**config.mk**
```make
export PLATFORM = sky130hd
export DESIGN_NAME = touch_coord_sampler
export DESIGN_NICKNAME = d
export VERILOG_FILES = /design/src/rtl/touch_coord_sampler.sv
export SDC_FILE = /design/constraint.sdc
export NUM_CORES = 1
export LEC_CHECK = 0
export ABC_AREA = 1
export ABC_CLOCK_PERIOD_IN_PS = 6480
export CORE_MARGIN = 2
export CORE_UTILIZATION = 61
export CTS_CLUSTER_DIAMETER = 60
export DETAILED_ROUTE_END_ITERATION = 10
export DONT_BUFFER_PORTS = 1
export PLACE_DENSITY = 0.8
export SYNTH_ARGS = -nofsm -noshare
export SYNTH_HDL_FRONTEND = slang
export SYNTH_SLANG_ARGS = --single-unit
```
**constraint.sdc**
```tcl
create_clock -name clk -period 6.48 [get_ports clk]
set_clock_uncertainty 0.1 [all_clocks]
set_input_delay 0.648 -clock clk [delete_from_list [all_inputs] [get_ports clk]]
set_output_delay 0.648 -clock clk [all_outputs]
set_load 0.03 [all_outputs]
```
**src/rtl/touch_coord_sampler.sv**
```systemverilog
module touch_coord_sampler #(
  parameter int          SCLK_HALF = 25,
  parameter int          AVG_LOG2  = 3,
  parameter int          GAIN_W    = 18,
  parameter int          OFF_W     = 12,
  parameter int          DISP_W    = 480,
  parameter int          DISP_H    = 320,
  parameter logic [7:0]  CMD_X     = 8'hD0,
  parameter logic [7:0]  CMD_Y     = 8'h90,
  localparam int         CX_W      = $clog2(DISP_W),
  localparam int         CY_W      = $clog2(DISP_H)
) (
  input  logic                    clk,
  input  logic                    rst_n,
  input  logic                    sample_en,
  input  logic [GAIN_W-1:0]       gain_x,
  input  logic signed [OFF_W-1:0] offset_x,
  input  logic [GAIN_W-1:0]       gain_y,
  input  logic signed [OFF_W-1:0] offset_y,
  output logic                    spi_sclk,
  output logic                    spi_cs_n,
  output logic                    spi_mosi,
  input  logic                    spi_miso,
  output logic [CX_W-1:0]         coord_x,
  output logic [CY_W-1:0]         coord_y,
  output logic                    coord_valid
);

  localparam int ACC_W    = 12 + AVG_LOG2;
  localparam int PROD_W   = 12 + GAIN_W;
  localparam int SCL_W    = PROD_W - 16;
  localparam int SUM_W    = ((SCL_W > OFF_W) ? SCL_W : OFF_W) + 2;
  localparam int GAP_CLKS = 2 * SCLK_HALF;
  localparam int DIV_W    = $clog2(GAP_CLKS + 1);
  localparam int IDX_W    = AVG_LOG2 + 1;

  typedef enum logic [1:0] {S_IDLE, S_XFER, S_GAP, S_DONE} state_t;

  state_t             state;
  logic [DIV_W-1:0]   div_cnt;
  logic [4:0]         fall_cnt;
  logic [7:0]         tx_sr;
  logic [15:0]        rx_sr;
  logic [IDX_W-1:0]   rd_idx;
  logic [ACC_W-1:0]   acc_x, acc_y;

  wire        axis_y   = rd_idx[AVG_LOG2];
  wire        half_end = (div_cnt == DIV_W'(SCLK_HALF - 1));
  wire [11:0] raw      = rx_sr[15:4];

  assign spi_mosi = tx_sr[7];

  wire [11:0] avg_x = acc_x[ACC_W-1:AVG_LOG2];
  wire [11:0] avg_y = acc_y[ACC_W-1:AVG_LOG2];

  logic [PROD_W-1:0] prod_x, prod_y;
  assign prod_x = {{GAIN_W{1'b0}}, avg_x} * {12'b0, gain_x};
  assign prod_y = {{GAIN_W{1'b0}}, avg_y} * {12'b0, gain_y};

  logic signed [SUM_W-1:0] sum_x, sum_y;
  assign sum_x = $signed({{(SUM_W-SCL_W){1'b0}}, prod_x[PROD_W-1:16]})
               + $signed({{(SUM_W-OFF_W){offset_x[OFF_W-1]}}, offset_x});
  assign sum_y = $signed({{(SUM_W-SCL_W){1'b0}}, prod_y[PROD_W-1:16]})
               + $signed({{(SUM_W-OFF_W){offset_y[OFF_W-1]}}, offset_y});

  function automatic logic [15:0] clamp_px(input logic signed [SUM_W-1:0] v, input int lim);
    logic signed [SUM_W-1:0] top;
    top = $signed(SUM_W'(lim - 1));
    if (v < 0)        return 16'd0;
    else if (v > top) return 16'(top);
    else              return 16'(v);
  endfunction

  logic [15:0] cx_full, cy_full;
  assign cx_full = clamp_px(sum_x, DISP_W);
  assign cy_full = clamp_px(sum_y, DISP_H);

  always_ff @(posedge clk or negedge rst_n) begin
    if (!rst_n) begin
      state       <= S_IDLE;
      div_cnt     <= '0;
      fall_cnt    <= '0;
      tx_sr       <= '0;
      rx_sr       <= '0;
      rd_idx      <= '0;
      acc_x       <= '0;
      acc_y       <= '0;
      spi_sclk    <= 1'b0;
      spi_cs_n    <= 1'b1;
      coord_x     <= '0;
      coord_y     <= '0;
      coord_valid <= 1'b0;
    end else begin
      coord_valid <= 1'b0;
      case (state)
        S_IDLE: begin
          if (sample_en || rd_idx != '0) begin
            spi_cs_n <= 1'b0;
            tx_sr    <= axis_y ? CMD_Y : CMD_X;
            div_cnt  <= '0;
            fall_cnt <= '0;
            state    <= S_XFER;
          end
        end
        S_XFER: begin
          if (!half_end) begin
            div_cnt <= div_cnt + 1'b1;
          end else begin
            div_cnt <= '0;
            if (!spi_sclk) begin
              spi_sclk <= 1'b1;
              rx_sr    <= {rx_sr[14:0], spi_miso};
            end else begin
              spi_sclk <= 1'b0;
              tx_sr    <= {tx_sr[6:0], 1'b0};
              fall_cnt <= fall_cnt + 1'b1;
              if (fall_cnt == 5'd23) begin
                spi_cs_n <= 1'b1;
                if (axis_y) acc_y <= acc_y + ACC_W'(raw);
                else        acc_x <= acc_x + ACC_W'(raw);
                rd_idx <= rd_idx + 1'b1;
                state  <= (rd_idx == '1) ? S_DONE : S_GAP;
              end
            end
          end
        end
        S_DONE: begin
          coord_x     <= cx_full[CX_W-1:0];
          coord_y     <= cy_full[CY_W-1:0];
          coord_valid <= 1'b1;
          acc_x       <= '0;
          acc_y       <= '0;
          div_cnt     <= '0;
          state       <= S_GAP;
        end
        default: begin
          if (div_cnt == DIV_W'(GAP_CLKS - 1)) begin
            div_cnt <= '0;
            state   <= S_IDLE;
          end else begin
            div_cnt <= div_cnt + 1'b1;
          end
        end
      endcase
    end
  end

  p_sclk_idle_r1: assert property (@(posedge clk) disable iff (!rst_n)
    spi_cs_n |-> !spi_sclk);

  p_mosi_quiet_r2: assert property (@(posedge clk) disable iff (!rst_n)
    spi_cs_n |-> !spi_mosi);

  p_cs_gap_r3: assert property (@(posedge clk) disable iff (!rst_n)
    $rose(spi_cs_n) |=> spi_cs_n);

  p_clamp_x_r8: assert property (@(posedge clk) disable iff (!rst_n)
    coord_x <= CX_W'(DISP_W - 1));

  p_clamp_y_r8: assert property (@(posedge clk) disable iff (!rst_n)
    coord_y <= CY_W'(DISP_H - 1));

  p_no_start_r9: assert property (@(posedge clk) disable iff (!rst_n)
    (state == S_IDLE && rd_idx == '0 && !sample_en) |=> spi_cs_n);

  p_valid_pulse_r10: assert property (@(posedge clk) disable iff (!rst_n)
    coord_valid |=> !coord_valid);

  p_hold_r10: assert property (@(posedge clk) disable iff (!rst_n)
    !coord_valid |-> ($stable(coord_x) && $stable(coord_y)));

endmodule

```
# After elaboration in Yosys (flattened, before gate mapping)
# Cells that the tools add are included.
# word_totals
reg_bits	92
output_inout_bits	22
wordCells	94
input_bits	64
# op_classes
eq_ne	12
mux	41
n_mul	2
bitwise_logic	1
n_lt_le_gt_ge	4
n_addsub	7
reduce_logical	14
# ops
operator	n
2-to-1 mux 15 bit	8
multiplier 12 x 18 -> 30 bit	2
case mux 15 bit (2 select lines)	2
2-to-1 mux 9 bit	4
adder 15 x 12 -> 16 bit	2
> comparator 16 x 10 -> 1 bit, second input constant	2
less-than comparator 16 x 1 -> 1 bit, second input constant	2
adder 15 x 12 -> 15 bit	2
2-to-1 mux 8 bit	3
AND reduction 5 bit	4
2-to-1 mux 6 bit	3
case mux 6 bit (3 select lines)	1
case mux 8 bit (2 select lines)	1
2-to-1 mux 5 bit	3
inequality test 2 bit, second input constant	6
2-to-1 mux 2 bit	5
case mux 5 bit (2 select lines)	1
AND reduction 4 bit	2
nonzero test 4 bit	2
2-to-1 mux 1 bit	7
2-to-1 mux 7 bit	1
adder 6 x 1 -> 6 bit, second input constant	1
== test 6 x 5 -> 1 bit, second input constant	1
== test 6 bit, second input constant	1
14 further kinds	15

# Depth between registers and ports, before layout
# logic_depth
word_depth	6
ltp_mapped	42
depth_no_buf	40

# Least setup slack after synthesis
# OpenSTA, ideal clock, no wires.
# synth_path
path_type	input-to-reg
startpoint	input gain_y[6]
endpoint	register coord_y[0]
required_time_ns	6.263
t_arrival_ns	6.348
setup_time_ns	0.117
slack_ns	-0.085
n_path_buf	1
stages	38
cell_sequence	clkbuf_1 nand2_1 fa_1 inv_1 fa_1 fa_1 fa_1 inv_1 fa_1 inv_1 ha_1 nand2_1 nand2_1 a31oi_1 inv_1 a21oi_1 o21ai_0 a21oi_1 [... 2 more ...] nand2_1 inv_1 ha_1 nand3_1 nand3_2 nand2_1 nand2_2 nand2_1 nand2_1 nand2_1 nor2_1 nor2_1 nor2_1 nand3_1 nand3_2 nand2_1 nand2_1 nand2_1
# synth_between
elab_chain_cells	5
elab_cells_between_ends	6
classes_between	1 x add/sub; 1 x mul; 2 x order compare; 2 x mux
# synth_lines
element	line_no	rtl
start: declaration	18	input logic [GAIN_W-1:0] gain_y,
multiplier 12 x 18 -> 30 bit *	58	assign prod_y = {{GAIN_W{1'b0}}, avg_y} * {12'b0, gain_y};
adder 15 x 12 -> 16 bit *	64	+ $signed({{(SUM_W-OFF_W){offset_y[OFF_W-1]}}, offset_y});
> comparator 16 x 10 -> 1 bit	70	else if (v > top) return 16'(top);
2-to-1 mux 9 bit	70	
2-to-1 mux 9 bit *	69	if (v < 0) return 16'd0;
end signal: assignment	129	coord_y <= cy_full[CY_W-1:0];
end: declaration	25	output logic [CY_W-1:0] coord_y,
# Mark *: on every way between the ends. The rest lies on a longest branch, timed or not.
# A chain may end at the register's enable or synchronous reset.

# Worst setup path after layout
# layout_path
startpoint	register acc_y[9]
endpoint	register coord_y[4]
# layout_between
elab_chain_cells	5
elab_cells_between_ends	6
classes_between	1 x add/sub; 1 x mul; 2 x order compare; 2 x mux
# layout_lines
element	line_no	rtl
start: declaration	45	logic [ACC_W-1:0] acc_x, acc_y;
start signal: assignment	119	if (axis_y) acc_y <= acc_y + ACC_W'(raw);
multiplier 12 x 18 -> 30 bit *	58	
adder 15 x 12 -> 16 bit *	64	
> comparator 16 x 10 -> 1 bit	70	
2-to-1 mux 9 bit	70	
2-to-1 mux 9 bit *	69	
# Marks and branches as above.

==> tab_implementation.tex <==
\begin{tabular}{lr}
\hline
Metric & Value \\
\hline
\multicolumn{2}{l}{\textbf{Global route}} \\
Largest net degree at the start of global routing & 88 \\
Total global routing overflow & 0 \\
Initial antenna violation count & 0 \\
Wire length of the first global-routing pass & 94400 µm \\
Number of global-route vias before repair & 20530 \\
Overall Global Routing Usage & 32.8\% \\
\multicolumn{2}{l}{\textbf{Run status}} \\
Result of the run & finished with violations \\
Failing checks & setup timing \\
\multicolumn{2}{l}{\textbf{Drt}} \\
Detailed-routing iteration count for the pre-antenna-repair pass & 8 \\
Violation count after the first detailed-route iteration & 1680 \\
DR vias/cell & 5.63 \\
Remaining DRCs & 0 \\
Wirelength, routed & 59300 µm \\
Post-DRT Antenna Nets & 0 \\
Via count & 19270 \\
Routed WL per cell & 17.4 µm \\
\multicolumn{2}{l}{\textbf{Final layout}} \\
Final net count & 3549 \\
Final instance count without filler cells & 3420 \\
Area growth from synthesis to layout & 23.8\% \\
Highest-count cells in the layout ignoring fill and taps & 736 x sky130\_fd\_sc\_hd\_\_nand2\_1, 604 x sky130\_fd\_sc\_hd\_\_inv\_1, 312 x sky130\_fd\_sc\_hd\_\_fa\_1 \\
Filler cell count in the final layout & 2183 \\
Most common cell after layout, fill and taps aside & sky130\_fd\_sc\_hd\_\_nand2\_1 \\
Count of antenna diodes in the layout & 0 \\
Layout cell share with drive strength beyond 1 & 24.1\% \\
Core occupancy in the finished layout & 77.1\% \\
Footprint of the multi-input gates & 17300 µm² \\
Seq. cell area & 2230 µm² \\
\multicolumn{2}{l}{\textbf{Logic synthesis}} \\
Number of synthesized register bits & 88 \\
Post-synthesis average cell area & 7.36 µm² \\
Leading area contributor after synthesis & sky130\_fd\_sc\_hd\_\_fa\_1 \\
Synthesized instance count & 2768 \\
EDFF count, synth & 0 \\
Synth top area share & 31.7\% \\
Count of different cell masters after synthesis & 58 \\
Net count after synthesis & 3344 \\
Total standard cell area after synthesis & 20400 µm² \\
Sequential element share of the synthesized area & 10.8\% \\
Async set-or-reset flop fraction in the synthesized netlist & 100\% \\
Ys Warns & 0 \\
Top flip-flop cell by instance count after synthesis & sky130\_fd\_sc\_hd\_\_dfrtp\_1 \\
Synth area leaders & sky130\_fd\_sc\_hd\_\_fa\_1 32\%, sky130\_fd\_sc\_hd\_\_nand2\_1 16\%, sky130\_fd\_sc\_hd\_\_inv\_1 12\% \\
\multicolumn{2}{l}{\textbf{Job}} \\
Max-cap viol count & 0 \\
\multicolumn{2}{l}{\textbf{Setup path}} \\
Critical Path End Type & flop \\
Worst reg2reg path startpoint & acc\_y[9]\$\_DFFE\_PN0P\_ \\
Type of the setup path with the least slack & reg -> reg \\
First element of the critical path & acc\_y[9]\$\_DFFE\_PN0P\_ \\
Delay of the slowest critical-path stage & 570 ps \\
Arrival @ worst endpoint & 6980 ps \\
Cell at the slowest stage of the critical path & sky130\_fd\_sc\_hd\_\_fa\_1 \\
Startpoint kind of the worst setup timing path & flop \\
Crit-path most repeated cell & sky130\_fd\_sc\_hd\_\_nand2\_1 \\
CP Data Required Time & 6630 ps \\
Largest fanout on the critical path & 8 \\
\multicolumn{2}{l}{\textbf{Floorplan}} \\
Number of placed I/O pins & 86 \\
Total die area & 34900 µm² \\
Number of standard-cell rows in the floorplan & 66 \\
CORE AREA & 32700 µm² \\
Die extent in y & 187 µm \\
Die span in x & 187 µm \\
Initial core utilization & 62.3\% \\
\multicolumn{2}{l}{\textbf{Placed design}} \\
Post-placement worst setup slack & -540 ps \\
Final estimated routing congestion in global placement & 0.930 \\
PortBufs & 0 \\
Count of placed standard cells including taps & 3324 \\
Detailed-placement wirelength estimate & 42000 µm \\
\multicolumn{2}{l}{\textbf{Clocking}} \\
TritonCTS buffer count & 9 \\
Number of H-tree levels & 3 \\
Count of clock tree sinks & 88 \\
Later-pin clock latency in the skew report & 360 ps \\
Clock-pin slew reported for the worst setup and hold paths after clock tree synthesis & 70 ps \\
Worst-case clock buffer depth & 2 \\
Root Driver & sky130\_fd\_sc\_hd\_\_clkbuf\_16 \\
Clock tree from TritonCTS & yes \\
\multicolumn{2}{l}{\textbf{STA}} \\
Rel. slew slack & 38.3\% \\
Final count of pins violating max slew & 0 \\
Transition time of the tightest slew-check pin & 922 ps \\
Highest achievable clock rate & 146 MHz \\
Worst-case hold slack & 24.8 ps \\
Setup WS post-layout & -350 ps \\
Time the final worst path needs with I/O delays and setup & 6830 ps \\
Post-route fraction of the period consumed by the critical path & 105\% \\
Final number of setup-violating endpoints & 18 \\
Final number of hold-violating endpoints & 0 \\
RSZ-0062 raised after global routing & true \\
\multicolumn{2}{l}{\textbf{Worst hold path}} \\
Class of the tightest hold or removal check & in -> async \\
\multicolumn{2}{l}{\textbf{Power}} \\
Ratio of total power to cell area & 73.1 nW/µm² \\
Max IR drop VDD & 0.219 mV \\
Static leakage & 0.0142 µW \\
\hline
\end{tabular}
[sequential cells by signal, indices dropped and copies added, names as in the netlist]
name,count
coord_valid,1
coord_x,9
tx_sr,4
spi_cs_n,1
rd_idx,4
div_cnt,6
coord_y,9
acc_y,15
fall_cnt,5
spi_sclk,1
state,2
rx_sr,16
acc_x,15
[metal layers]
| metal | part of all wire [%] | wire length, µm | global-route usage, % |
|---|---|---|---|
| met5 | 0 | 0 | 0 |
| met4 | 4.1 | 2460 | 12.3 |
| met3 | 8.6 | 5100 | 7.39 |
| met2 | 50 | 29600 | 57.8 |
| met1 | 37 | 22200 | 39.3 |
[layout make-up]
cell class | count | area share (%)
inverter | 655 | 9.77
clock buffer | 9 | 0.893
tap | 442 | 2.19
clock inverter | 7 | 0.243
multi-input combinational | 1935 | 68.4
sequential | 88 | 8.83
timing repair buffer | 284 | 9.62
[report_power, final]
group | internal, µW | switching [µW] | leakage [µW]
Sequential | 630 | 179 | 0.00115
Clock | 269 | 258 | 0.000141
Combinational | 167 | 340 | 0.0129
Total | 1070 | 777 | 0.0142
[critical path: cells and delay by family (launching register included)]
family | cells | cell delay [ps]
AND/OR/NAND/NOR | 17 | 1740
flip-flops | 1 | 370
adder cells (fa/ha/maj) | 7 | 3250
XOR/XNOR | 2 | 370
buffers and inverters | 8 | 850
[path summary, 6_finish.rpt]
kind	to	slack, ps	cells after the start
min reg2reg	fall_cnt[4]$_DFFE_PN0P_	370	1
max in group asynchronous	coord_y[8]$_DFFE_PN0P_	5820	1
min	spi_cs_n$_DFFE_PN1P_	20	0
max	coord_y[4]$_DFFE_PN0P_	-350	34
min in group clk	rx_sr[0]$_DFFE_PN0P_	340	1
max reg2reg	coord_y[4]$_DFFE_PN0P_	-350	34
[per-stage QoR]
stage / TNS (ps) / power, µW / instance area [µm²]
after global routing: -9260 / 1940 / 25200
after floorplan: 0 / 1160 / 20400
after detailed placement: -8630 / 1260 / 22200
after global placement: -5490 / 1250 / 22200
final: -4510 / 1840 / 25200
after CTS: -21.7 / 1820 / 24100
[synthesized netlist by cell type (5+ instances only)]
cell type,n
sky130_fd_sc_hd__fa_1,322
sky130_fd_sc_hd__xor2_1,35
sky130_fd_sc_hd__nand4_1,19
sky130_fd_sc_hd__inv_2,6
sky130_fd_sc_hd__ha_1,190
sky130_fd_sc_hd__o21ai_1,16
sky130_fd_sc_hd__nand2_1,848
sky130_fd_sc_hd__o21ai_0,63
sky130_fd_sc_hd__a21o_1,12
sky130_fd_sc_hd__a221oi_1,5
sky130_fd_sc_hd__nor2_1,114
sky130_fd_sc_hd__inv_1,648
sky130_fd_sc_hd__o21bai_1,7
sky130_fd_sc_hd__buf_1,9
sky130_fd_sc_hd__mux2_2,14
sky130_fd_sc_hd__nand3_1,73
sky130_fd_sc_hd__xnor2_1,17
sky130_fd_sc_hd__buf_2,5
sky130_fd_sc_hd__clkbuf_1,75
sky130_fd_sc_hd__a21oi_1,98
sky130_fd_sc_hd__dfrtp_1,87
sky130_fd_sc_hd__nand2_2,6
sky130_fd_sc_hd__a31oi_1,15
sky130_fd_sc_hd__nor3_1,26
[logic make-up after synthesis]
logic type	after synthesis	share of synthesized area [%]
AOI/OAI and AO/OA	239	6.71
muxes	17	0.934
xor gates and xnor gates	52	2.24
buffers and inverters	745	13.8
DFF	88	10.8
adders and majority gates	512	43.3
and+or+nand+nor	1115	22.2
[repair_timing]
item,in CTS,in global routing
pin swaps,127,148
setup endpoints to repair,18,18
setup buffers,57,27
hold buffers,1,0
resized for setup,274,231
hold endpoints to repair,87,0
(Power assumes the default switching activity.)
